`src/rtl/romLatchPkg.sv`:
```
package romLatchPkg;
  localparam int ADDR_W = 18;
  localparam int BUS_W  = 8;

  typedef enum logic [1:0] {
    PH_IDLE = 2'd0,
    PH_ADR1 = 2'd1,
    PH_ADR2 = 2'd2,
    PH_DATA = 2'd3
  } phase_t;

  typedef struct packed {
    logic   load;
    logic   capture;
    phase_t phase;
  } ctrlStrobes_t;
endpackage

```
`src/rtl/romLatchCtrl.sv`:
```
module romLatchCtrl
  import romLatchPkg::*;
#(
  parameter int CNT_W = 4
) (
  input  logic             clk,
  input  logic             rstN,
  input  logic             reqValid,
  input  logic [CNT_W-1:0] cfgCycleClks,
  output logic             reqReady,
  output ctrlStrobes_t     strb
);
  localparam logic [CNT_W-1:0] ONE = CNT_W'(1);

  phase_t           state;
  logic [CNT_W-1:0] cnt;
  logic [CNT_W-1:0] len;
  logic [CNT_W-1:0] startLen;
  logic             accept;
  logic             lastClk;

  assign startLen = (cfgCycleClks == '0) ? ONE : cfgCycleClks;
  assign reqReady = (state == PH_IDLE);
  assign accept   = reqReady && reqValid;
  assign lastClk  = (cnt == '0);

  always_ff @(posedge clk) begin
    if (!rstN) begin
      state <= PH_IDLE;
      cnt   <= '0;
      len   <= ONE;
    end else begin
      case (state)
        PH_IDLE: begin
          if (accept) begin
            state <= PH_ADR1;
            len   <= startLen;
            cnt   <= startLen - ONE;
          end
        end
        default: begin
          if (lastClk) begin
            cnt <= len - ONE;
            case (state)
              PH_ADR1: state <= PH_ADR2;
              PH_ADR2: state <= PH_DATA;
              default: state <= PH_IDLE;
            endcase
          end else begin
            cnt <= cnt - ONE;
          end
        end
      endcase
    end
  end

  always_comb begin
    strb.load    = accept;
    strb.capture = (state == PH_DATA) && lastClk;
    strb.phase   = state;
  end

  // an accepted request always opens address phase one
  a_r1_accept_starts: assert property (@(posedge clk) disable iff (!rstN)
    accept |=> (state == PH_ADR1));

  // the phase counter never reaches the captured phase length
  a_r2_count_bound: assert property (@(posedge clk) disable iff (!rstN)
    (state != PH_IDLE) |-> (cnt < len));

  // address phase two is only entered from address phase one
  a_r2_order: assert property (@(posedge clk) disable iff (!rstN)
    (state == PH_ADR2) |-> ($past(state) == PH_ADR1 || $past(state) == PH_ADR2));

  // the data phase is only entered from address phase two
  a_r2_data_order: assert property (@(posedge clk) disable iff (!rstN)
    (state == PH_DATA) |-> ($past(state) == PH_ADR2 || $past(state) == PH_DATA));
endmodule

```
`src/rtl/romLatchPath.sv`:
```
module romLatchPath
  import romLatchPkg::*;
(
  input  logic              clk,
  input  logic              rstN,
  input  ctrlStrobes_t      strb,
  input  logic              reqWrite,
  input  logic [ADDR_W-1:0] reqAddr,
  input  logic [BUS_W-1:0]  reqWData,
  input  logic              cfgWide,
  input  logic [BUS_W-1:0]  romBusIn,
  output logic              rspValid,
  output logic [BUS_W-1:0]  rspData,
  output logic              romCeN,
  output logic [1:0]        romAux,
  output logic [BUS_W-1:0]  romBusOut,
  output logic              romBusOe
);
  logic [ADDR_W-1:0] aReg;
  logic [BUS_W-1:0]  dReg;
  logic              wrReg;
  logic              wideReg;

  always_ff @(posedge clk) begin
    if (!rstN) begin
      aReg     <= '0;
      dReg     <= '0;
      wrReg    <= 1'b0;
      wideReg  <= 1'b0;
      rspValid <= 1'b0;
      rspData  <= '0;
    end else begin
      if (strb.load) begin
        aReg    <= reqAddr;
        dReg    <= reqWData;
        wrReg   <= reqWrite;
        wideReg <= cfgWide;
      end
      rspValid <= strb.capture && !wrReg;
      if (strb.capture && !wrReg) rspData <= romBusIn;
    end
  end

  always_comb begin
    romCeN    = 1'b0;
    romAux    = 2'b00;
    romBusOut = '0;
    romBusOe  = 1'b0;
    case (strb.phase)
      PH_ADR1: begin
        romBusOut = {aReg[7:2], wrReg, !wrReg};
        romAux    = {1'b1, wideReg & aReg[16]};
        romBusOe  = 1'b1;
      end
      PH_ADR2: begin
        romBusOut = aReg[15:8];
        romAux    = {1'b0, wideReg & aReg[17]};
        romBusOe  = 1'b1;
      end
      PH_DATA: begin
        romBusOut = wrReg ? dReg : '0;
        romAux    = aReg[1:0];
        romBusOe  = wrReg;
      end
      default: romCeN = 1'b1;
    endcase
  end

  // drivers released while a read's data phase is running
  a_r7_read_release: assert property (@(posedge clk) disable iff (!rstN)
    (strb.phase == PH_DATA && !wrReg) |-> !romBusOe);

  // exactly one of the two control bits is asserted low in phase one
  a_r3_one_ctrl: assert property (@(posedge clk) disable iff (!rstN)
    (strb.phase == PH_ADR1) |-> ($countones(romBusOut[1:0]) == 1));

  // a read response lasts a single clock
  a_r8_rsp_pulse: assert property (@(posedge clk) disable iff (!rstN)
    rspValid |=> !rspValid);

  // narrow mode keeps the high-address line low in address phases
  a_r5_narrow: assert property (@(posedge clk) disable iff (!rstN)
    (!wideReg && (strb.phase == PH_ADR1 || strb.phase == PH_ADR2)) |-> !romAux[0]);
endmodule

```
`src/rtl/romLatchBridge.sv`:
```
module romLatchBridge
  import romLatchPkg::*;
#(
  parameter int CNT_W = 4
) (
  input  logic             clk,
  input  logic             rstN,
  input  logic             reqValid,
  output logic             reqReady,
  input  logic             reqWrite,
  input  logic [17:0]      reqAddr,
  input  logic [7:0]       reqWData,
  input  logic             cfgWide,
  input  logic [CNT_W-1:0] cfgCycleClks,
  output logic             rspValid,
  output logic [7:0]       rspData,
  output logic             romCeN,
  output logic [1:0]       romAux,
  output logic [7:0]       romBusOut,
  output logic             romBusOe,
  input  logic [7:0]       romBusIn
);
  ctrlStrobes_t strb;

  romLatchCtrl #(.CNT_W(CNT_W)) u_ctrl (
    .clk          (clk),
    .rstN         (rstN),
    .reqValid     (reqValid),
    .cfgCycleClks (cfgCycleClks),
    .reqReady     (reqReady),
    .strb         (strb)
  );

  romLatchPath u_path (
    .clk       (clk),
    .rstN      (rstN),
    .strb      (strb),
    .reqWrite  (reqWrite),
    .reqAddr   (reqAddr),
    .reqWData  (reqWData),
    .cfgWide   (cfgWide),
    .romBusIn  (romBusIn),
    .rspValid  (rspValid),
    .rspData   (rspData),
    .romCeN    (romCeN),
    .romAux    (romAux),
    .romBusOut (romBusOut),
    .romBusOe  (romBusOe)
  );

  // chip enable high means the bus is never driven
  a_r2_ce_idle: assert property (@(posedge clk) disable iff (!rstN)
    romCeN |-> !romBusOe);

  // the bridge only takes requests while deselected
  a_r1_ready_deselected: assert property (@(posedge clk) disable iff (!rstN)
    reqReady |-> romCeN);
endmodule

```
`config.mk`:
```
export PLATFORM = sky130hd
export DESIGN_NAME = romLatchBridge
export DESIGN_NICKNAME = d
export VERILOG_FILES = /design/src/rtl/romLatchPkg.sv /design/src/rtl/romLatchCtrl.sv /design/src/rtl/romLatchPath.sv /design/src/rtl/romLatchBridge.sv
export SDC_FILE = /design/constraint.sdc
export NUM_CORES = 1
export LEC_CHECK = 0
export ABC_CLOCK_PERIOD_IN_PS = 3200
export CORE_ASPECT_RATIO = 0.7
export CORE_UTILIZATION = 35
export DETAILED_ROUTE_END_ITERATION = 10
export GPL_ROUTABILITY_DRIVEN = 0
export HOLD_SLACK_MARGIN = 0.05
export PLACE_DENSITY = 0.73
export SLEW_MARGIN = 15
export SYNTH_ARGS = -nofsm -noshare
export SYNTH_HDL_FRONTEND = slang
export SYNTH_SLANG_ARGS = --single-unit
export TNS_END_PERCENT = 20
```
`constraint.sdc`:
```
create_clock -name clk -period 3.2 [get_ports clk]
set_input_delay 0.48 -clock clk [delete_from_list [all_inputs] [get_ports clk]]
set_output_delay 0.48 -clock clk [all_outputs]
set_load 0.02 [all_outputs]
```
* Word level (Yosys, flattened, before mapping)
Index checks and enable logic that the tools add are counted.
Word-level totals: register bits after elaboration 47, latch bits 0, memory bits (writable) 0, memory bits (read-only) 0, input port bits 43, output and inout bits 22, word-level logic and storage cells 43, memories kept 0
Operators by class: add/sub/neg operators 3, multiply operators 0, divide/modulo/power cells 0, $lt $le $gt $ge 0, eq/ne operators 4, shift operators 0, muxes and demuxes 13, bitwise gates (word level) 2, reductions and logical operators 12
Operator list (number):
- 8-bit case mux with 3 select lines | 1
- 4-bit 2-to-1 mux | 4
- 4-bit by 1-bit subtractor with 4-bit output (second input constant) | 3
- 4-bit zero test | 2
- 8-bit 2-to-1 mux | 1
- 2-bit 2-to-1 mux | 3
- 2-bit case mux with 3 select lines | 1
- 2-bit == test (second input constant) | 2
- 2-bit case mux with 2 select lines | 1
- 2-bit AND reduction | 2
- 1-bit logical AND | 3
- 3-bit OR reduction | 1
- 1-bit AND | 2
- 2-bit by 1-bit == test with 1-bit output (second input constant) | 1
- 2-bit zero test | 1
- 2-bit != test (second input constant) | 1
- 1-bit case mux with 2 select lines | 1
- 2-bit nonzero test | 1
- 2-bit OR reduction | 1
- 1-bit zero test | 1
- 1-bit 2-to-1 mux | 1

* Longest topological paths before layout
Gate-level depths: netlist (run 1).
depth after elaboration 5, depth in mapped cells 8, gate-level depth less buffers 8

* Modules after synthesis
From an unflattened synthesis (run 1), not the netlist that was laid out.
Second synthesis, totals: cells, all modules 234, area, all modules 2254.7 µm²
By module, submodules not included:
- romLatchPath | times used 1, cells each 167, area each 1666.6 µm², sequential area each 740.7 µm²
- romLatchCtrl | times used 1, cells each 67, area each 588.1 µm², sequential area each 200.2 µm²

* Worst setup path after synthesis (run 1)
No wires, ideal clock.
path kind reg2out, start reg u_ctrl.state[0], end out romAux[0], arrival 1.431 ns, data required time 2.720 ns, path slack 1.289 ns, stages on the path, launching flop included 6, buffers on the path 2, cells stage by stage dfxtp_1 -> inv_1 -> ha_1 -> buf_6 -> clkbuf_1 -> nor2_1
On the way: word-level cells in the longest chain between the ends 2, elaborated cells on any way between the ends 4, those cells by class 3 x eq/ne; 1 x mux
Ends and longest elaborated chain:
- start, declared | line romLatchCtrl.sv:15 | phase_t state;
- start signal, assigned | line romLatchCtrl.sv:29 | state <= PH_IDLE;
- start signal, assigned | line romLatchCtrl.sv:36 | state <= PH_ADR1;
- start signal, assigned | line romLatchCtrl.sv:45 | PH_ADR1: state <= PH_ADR2;
- 2-bit == test or 2-bit by 1-bit == test with 1-bit output (tied branches) | line romLatchPath.sv:49 | case (strb.phase)
- 2-bit case mux with 3 select lines * | line romLatchPath.sv:49
- end, declared | line romLatchBridge.sv:18 | output logic [1:0] romAux,
Every way passes the cells marked *; elsewhere a longest branch is shown, timed or not.

* Worst setup path in the final report (run 1)
start reg u_ctrl.state[1], end out romCeN
On the way: word-level cells in the longest chain between the ends 3, elaborated cells on any way between the ends 5, those cells by class 3 x eq/ne; 1 x mux; 1 x reduce/logical
Ends and longest elaborated chain:
- 2-bit by 1-bit == test with 1-bit output or 2-bit == test (tied branches) | line romLatchPath.sv:49
- 3-bit OR reduction (no line) *
- 1-bit 2-to-1 mux * | line romLatchPath.sv:49
- end, declared | line romLatchBridge.sv:17 | output logic romCeN,
Marks and branches as above.

==> results of run 1 <==
## cells by family after synthesis
family | Yosys count | share of synthesized area (%)
xor gates and xnor gates | 2 | 0.863
adders and majority gates | 5 | 3.08
buffers and inverters | 23 | 5.05
and+or+nand+nor | 112 | 23.6
DFF | 47 | 46.3
AOI/OAI and AO/OA | 58 | 17.1
muxes | 8 | 3.94
## synth_stat cells, types with 2 or more instances
master,instances
sky130_fd_sc_hd__and2_1,2
sky130_fd_sc_hd__dfxtp_1,47
sky130_fd_sc_hd__nor3_1,4
sky130_fd_sc_hd__mux2i_1,8
sky130_fd_sc_hd__buf_2,4
sky130_fd_sc_hd__clkbuf_1,13
sky130_fd_sc_hd__xnor2_1,2
sky130_fd_sc_hd__nor2_1,27
sky130_fd_sc_hd__inv_1,3
sky130_fd_sc_hd__a211oi_1,2
sky130_fd_sc_hd__a21oi_1,37
sky130_fd_sc_hd__ha_1,5
sky130_fd_sc_hd__o21ai_0,6
sky130_fd_sc_hd__nor4b_1,3
sky130_fd_sc_hd__nand2_1,67
sky130_fd_sc_hd__a22oi_1,2
sky130_fd_sc_hd__or2b_1,3
sky130_fd_sc_hd__a222oi_1,6
## critical path, delay by kind of cell, from the launching register on
family                     cells  cell delay (ps)
adders and majority gates      1              740
buffers and inverters          2              860
DFF                            1              360
## flip-flops by register name, summed over array words and instances (netlist names)
signal	flops
u_ctrl.cnt	4
u_path.rspValid	1
u_path.aReg	18
u_ctrl.len	4
u_ctrl.state	2
u_path.rspData	8
u_path.dReg	8
u_path.wrReg	1
u_path.wideReg	1
## power by group
part / switching (mW) / internal, mW / leakage (nW)
clock network: 0.190 / 0.229 / 0.0513
logic: 0.509 / 0.369 / 0.642
registers: 0.0949 / 0.697 / 0.385
## metal layers
| layer | share of wire, % | wire, microns | up-vias | GRT usage (%) |
|---|---|---|---|---|
| li1 | - | - | 968 | - |
| met1 | 50 | 2560 | 863 | 23.8 |
| met2 | 42 | 2160 | 63 | 26.3 |
| met3 | 6.5 | 334 | 7 | 4.75 |
| met4 | 1.3 | 64 | 0 | 6.35 |
| met5 | 0 | 0 | - | 0 |
## per-stage QoR
| stage | instances | hold WS (ps) | instance area, sq um |
|---|---|---|---|
| after detailed placement | 375 | 447 | 2700 |
| after global placement | 375 | 441 | 2700 |
| after global routing | 382 | 485 | 2800 |
| after floorplan | 255 | 432 | 2030 |
| final | 382 | 455 | 2800 |
| after CTS | 382 | 458 | 2800 |
## path summary, 6_finish.rpt
check             slack (ps)  cells past startpoint                          to
hold / removal           450                      2  u_ctrl.len[1]$_SDFFE_PN0P_
hold reg to reg          450                      2  u_ctrl.len[1]$_SDFFE_PN0P_
setup reg to reg         930                      7  u_ctrl.cnt[1]$_SDFFE_PN0P_
setup / recovery         470                      3                      romCeN
## cell type report
cell class	count	area share [%]
tap	72	3.22
sequential	47	33.6
inverter	4	0.536
clock buffer	6	2.59
clock inverter	1	1.07
timing repair buffer	67	23.7
multi-input combinational	185	35.3
==> metrics.md, run 1 <==
| Metric | Value |
|---|---|
| Outcome | finished clean |
| Via count | 1901 |
| Share of synthesized area occupied by flip-flops and latches | 46.3% |
| Global-route wire length before repair | 8140 microns |
| Register bit count reported by yosys | 47 |
| Kind of start point of the critical path | flip-flop |
| Number of hold buffers added after cts | 0 |
| Detailed Place HPWL | 3660 microns |
| Start-to-end type of the worst setup path | reg2out |
| Most common cell after layout, fill and taps aside | sky130_fd_sc_hd__nand2_1 |
| Syn avg cell area | 7.96 sq um |
| Number of nets in the layout | 358 |
| Startpoint of the tightest hold check path | u_ctrl.len[1]$_SDFFE_PN0P_ |
| Net count after synthesis | 303 |
| Area growth from synthesis to final layout | 37.8% |
| Setup TNS | 0 ps |
| CTS tree | done |
| Max-capacitance violation count | 0 |
| Pwr/cell area | 747 mW/mm^2 |
| Setup slack after layout | 466 ps |
| Starting density of the core | 37.4% |
| Insertion delay to the later sink of the worst-skew pair | 300 ps |
| Detailed Routing Iterations Pass 1 | 5 |
| Yosys Warn Count | 0 |
| Gates resized, CTS repair | 0 |
| Critical path required time | 2720 ps |
| Vert. Die Dim | 65.7 microns |
| Cells along the critical path | inv_1, ha_1, clkdlybuf4s50_1 |
| Core Util, Final | 51.6% |
| Top library cells by usage in the layout, fill and taps aside | sky130_fd_sc_hd__nand2_1 (67), sky130_fd_sc_hd__clkdlybuf4s50_1 (64), sky130_fd_sc_hd__dfxtp_1 (47), sky130_fd_sc_hd__a21oi_1 (37), sky130_fd_sc_hd__nor2_1 (27) |
| Cells after Synth | 255 |
| Antenna Cells | 0 |
| Detail-routed via count per cell | 4.98 |
| Number of primary I/O pins | 65 |
| Min-delay worst type | reg2reg |
| Hold violation count in the final report | 0 |
| Critical path endpoint category | output pin |
| Detailed Route WL | 5120 microns |
| GRT Resource Usage Total | 17.5% |
| Vias in the first global route | 1731 |
| H-tree lvl count | 2 |
| Die outline area | 0.00612 sq mm |
| Residual DRC | 0 |
| Total congestion overflow | 0 |
| Summed instance area of the synthesized netlist | 0.00203 sq mm |
| Slowest cell on crit path | sky130_fd_sc_hd__clkdlybuf4s50_1 |
| Total core area | 0.00542 sq mm |
| Cell accounting for the most synthesized area | sky130_fd_sc_hd__dfxtp_1 |
| Stage delay of the slowest cell on the critical path | 750 ps |
| Root buffer cell | sky130_fd_sc_hd__clkbuf_8 |
| Post-synth ARST share | 0% |
| VDD IR-drop max | 0.000250 V |
| RSZ-0062 raised after global routing | no |
| Fraction of layout instances using a drive strength above 1 | 3.55% |
| Actual transition at the worst max-transition pin | 877 ps |
| Top area cells in the synthesized netlist | sky130_fd_sc_hd__dfxtp_1 (46%), sky130_fd_sc_hd__nand2_1 (12%), sky130_fd_sc_hd__a21oi_1 (9.1%) |
| Row Count | 22 |
| Achievable Freq | 366 MHz |
| Setup-violating endpoint count in the final report | 0 |
| Unique cell type count in the Yosys netlist | 32 |
| Leak Pwr | 1.08 nW |
| Count of final max-slew check failures | 0 |
| Critical-path maximum fanout | 25 |
| Number of buffer cells added on primary ports | 64 |
| DP Worst Slack | 796 ps |
| Clock-pin slew of the registers on the worst-case setup and hold paths | 80 ps |
| Top FF cell, synth | sky130_fd_sc_hd__dfxtp_1 |
| Clock tree buffer depth | 2 |
| Total power | 2.09 mW |
| Die Wd | 93.0 microns |
| Worst R2R Start | u_ctrl.state[1]$_SDFFE_PN0P_ |
| Pin count of the biggest net entering global routing | 35 |
| Multi-input gate area in the final layout | 987 sq um |
| Average wire per standard cell | 13.4 microns |
| Total CTS buffers | 5 |
| Relative slew slack | 41.5% |
| DRC marker count from the first detailed-route iteration | 144 |
| Seq. cell area | 941 sq um |
| Area share of the leading cell type in the synthesized netlist | 46.3% |
| Count of buffers added by post-CTS timing repair for setup | 0 |
| Share of the cycle needed by the critical path after routing | 85.4% |
| Remaining antenna violation count after routing | 0 |
| Clock skew after layout | 5.05 ps |
| Number of synthesized flops with an enable pin | 0 |
| FILL cells | 544 |
| Shortest period the worst path allows | 2730 ps |
| Data arrival time of the critical path | 2250 ps |
| Sinks on the clock net | 47 |
| Number of antenna violations at the first check in global routing | 0 |
| Launching element of the worst setup path | u_ctrl.state[1]$_SDFFE_PN0P_ |
Power figures use the tool's default switching activity.
==> run 2, diff against run 1 <==
Settings changed: SETUP_SLACK_MARGIN set to 0.4.
==> run 2 against run 1 <==
Worst hold slack about the same. Clock skew grew 2.1 ps. Routed wire length is 0.27% lower. Cell area barely moved. Die area is the same. Combinational power up 0.5%. Worst setup slack gained 46 ps. Critical path type unchanged.
==> metrics.md, run 2 (synthesized netlist as in run 1, its figures left out) <==
| Metric | Value |
|---|---|
| Shortest period the worst path allows | 2690 ps |
| Critical path endpoint category | output pin |
| Top library cells by usage in the layout, fill and taps aside | sky130_fd_sc_hd__nand2_1 (67), sky130_fd_sc_hd__clkdlybuf4s50_1 (64), sky130_fd_sc_hd__dfxtp_1 (47), sky130_fd_sc_hd__a21oi_1 (37), sky130_fd_sc_hd__nor2_1 (27) |
| Critical path destination | romBusOut[6] |
| Remaining antenna violation count after routing | 0 |
| Combinational power share | 42.2% |
| Int Power | 1.30 mW |
| Global-route wire length before repair | 8140 microns |
| Proportion of power drawn by the clock network | 19.9% |
| Total CTS buffers | 5 |
| Worst hold slack | 455 ps |
| Detail-routed via count per cell | 4.96 |
| Min-delay worst type | reg2reg |
| Launching element of the worst setup path | u_ctrl.state[1]$_SDFFE_PN0P_ |
| Setup TNS | 0 ps |
| Data arrival time of the critical path | 2210 ps |
| Sinks on the clock net | 47 |
| Number of primary I/O pins | 65 |
| Clock-pin slew of the registers on the worst-case setup and hold paths | 80 ps |
| Pwr/cell area | 746 mW/mm^2 |
| H-tree lvl count | 2 |
| FILL cells | 544 |
| Area growth from synthesis to final layout | 38.0% |
| Number of buffer cells added on primary ports | 64 |
| Via count | 1893 |
| Critical path required time | 2720 ps |
| Pin count of the biggest net entering global routing | 35 |
| Fraction of layout instances using a drive strength above 1 | 3.87% |
| Vias in the first global route | 1731 |
| Leak Pwr | 1.08 nW |
| Register with the highest flop count | u_path.aReg |
| Average wire per standard cell | 13.4 microns |
| VDD IR-drop max | 0.000256 V |
| Die outline area | 0.00612 sq mm |
| Die Wd | 93.0 microns |
| Proportion of power drawn by flip-flops and latches | 37.9% |
| Antenna Cells | 0 |
| Switch share | 37.8% |
| Worst R2R Start | u_ctrl.state[0]$_SDFFE_PN0P_ |
| Total core area | 0.00542 sq mm |
| Slack of the worst reg-to-reg path | 1200 ps |
| Relative slew slack | 63.4% |
| Clock tree buffer depth | 2 |
| Detailed Route WL | 5110 microns |
| Number of nets in the layout | 358 |
| Registers with the highest flip-flop counts | u_path.aReg: 18 flops, u_path.dReg: 8 flops, u_path.rspData: 8 flops |
| CTS tree | done |
| Largest register FFs | 18 |
| Root buffer cell | sky130_fd_sc_hd__clkbuf_8 |
| Outcome | finished clean |
| Insertion delay to the later sink of the worst-skew pair | 300 ps |
| Start-to-end type of the worst setup path | reg2out |
| Most common cell after layout, fill and taps aside | sky130_fd_sc_hd__nand2_1 |
| RSZ-0062 raised after global routing | yes |
| GRT Resource Usage Total | 17.5% |
| Detailed Routing Iterations Pass 1 | 4 |
| Actual transition at the worst max-transition pin | 548 ps |
| Multi-input gate area in the final layout | 990 sq um |
| R2R Path End | u_ctrl.cnt[1]$_SDFFE_PN0P_ |
| Number of antenna violations at the first check in global routing | 0 |
| Core Util, Final | 51.7% |
| Critical-path maximum fanout | 9 |
| Total power | 2.09 mW |
| DRC marker count from the first detailed-route iteration | 157 |
| Hold violation count in the final report | 0 |
| Detailed Place HPWL | 3660 microns |
| Switching component of the power | 0.789 mW |
| Total congestion overflow | 0 |
| Kind of start point of the critical path | flip-flop |
| Vert. Die Dim | 65.7 microns |
| Achievable Freq | 372 MHz |
| Residual DRC | 0 |
| Seq. cell area | 941 sq um |
| Clock skew after layout | 7.15 ps |
| Logic depth of the worst register-to-register path | 7 |
| Max-capacitance violation count | 0 |
| Row Count | 22 |
| Setup-violating endpoint count in the final report | 0 |
| Starting density of the core | 37.4% |
| Share of the cycle needed by the critical path after routing | 84.0% |
| Count of final max-slew check failures | 0 |
==> run 2: cell type report <==
| cell class | instances | share of cell area [%] |
|---|---|---|
| clock buffers | 6 | 2.59 |
| inverters | 4 | 0.536 |
| clock inverters | 1 | 1.07 |
| repair buffers | 67 | 23.7 |
| multi-input cells | 185 | 35.3 |
| flip-flops and latches | 47 | 33.6 |
| well taps | 72 | 3.22 |
==> run 2: power groups by stage <==
stage	clock [mW]	sequential (mW)	combinational, mW
after CTS	0.426	0.792	0.887
after floorplan	0	0.778	0.645
after detailed placement	0	0.805	0.886
after global placement	0	0.799	0.862
final	0.416	0.792	0.882
after global routing	0.460	0.809	0.967
==> run 2: per-layer routing <==
layer	vias to the layer above	global-route usage [%]	part of all wire, %
met5	-	0	0
met4	0	6.35	1.3
met3	7	4.75	6.3
met2	59	26.3	43
met1	859	23.8	50
li1	968	-	-
==> run 2: through the flow <==
step                cell area, sq um  setup slack, ps  instances
CTS                             2800              470        382
finish                          2800              511        382
global route                    2800              385        382
floorplan                       2030             1290        255
detailed placement              2700              796        375
global placement                2700              867        375
==> run 2: worst min-delay path by stage <==
stage | startpoint | endpoint | depth (start not counted)
2_1_floorplan | u_ctrl.len[1]$_SDFFE_PN0P_ | u_ctrl.len[1]$_SDFFE_PN0P_ | 2
3_3_place_gp | u_ctrl.len[1]$_SDFFE_PN0P_ | u_ctrl.len[1]$_SDFFE_PN0P_ | 2
3_5_place_dp | u_ctrl.len[1]$_SDFFE_PN0P_ | u_ctrl.len[1]$_SDFFE_PN0P_ | 2
4_1_cts | u_ctrl.len[1]$_SDFFE_PN0P_ | u_ctrl.len[1]$_SDFFE_PN0P_ | 2
5_1_grt | u_path.dReg[1]$_SDFFE_PN0P_ | u_path.dReg[1]$_SDFFE_PN0P_ | 2
6_report | u_ctrl.len[1]$_SDFFE_PN0P_ | u_ctrl.len[1]$_SDFFE_PN0P_ | 2
==> run 2: critical path, cell delays in order (launching register included) <==
cell                              delay (ps)
sky130_fd_sc_hd__dfxtp_1                 400
sky130_fd_sc_hd__inv_1                   100
sky130_fd_sc_hd__ha_1                    320
sky130_fd_sc_hd__a222oi_1                470
sky130_fd_sc_hd__nor2_1                   80
sky130_fd_sc_hd__clkdlybuf4s50_1         560
==> run 2: what timing repair did <==
item	4_1_cts	5_1_grt
setup buffers	0	0
hold buffers	0	0
resized for setup	0	1
endpoints found under the hold margin	0	0
endpoints found under the setup margin	0	11
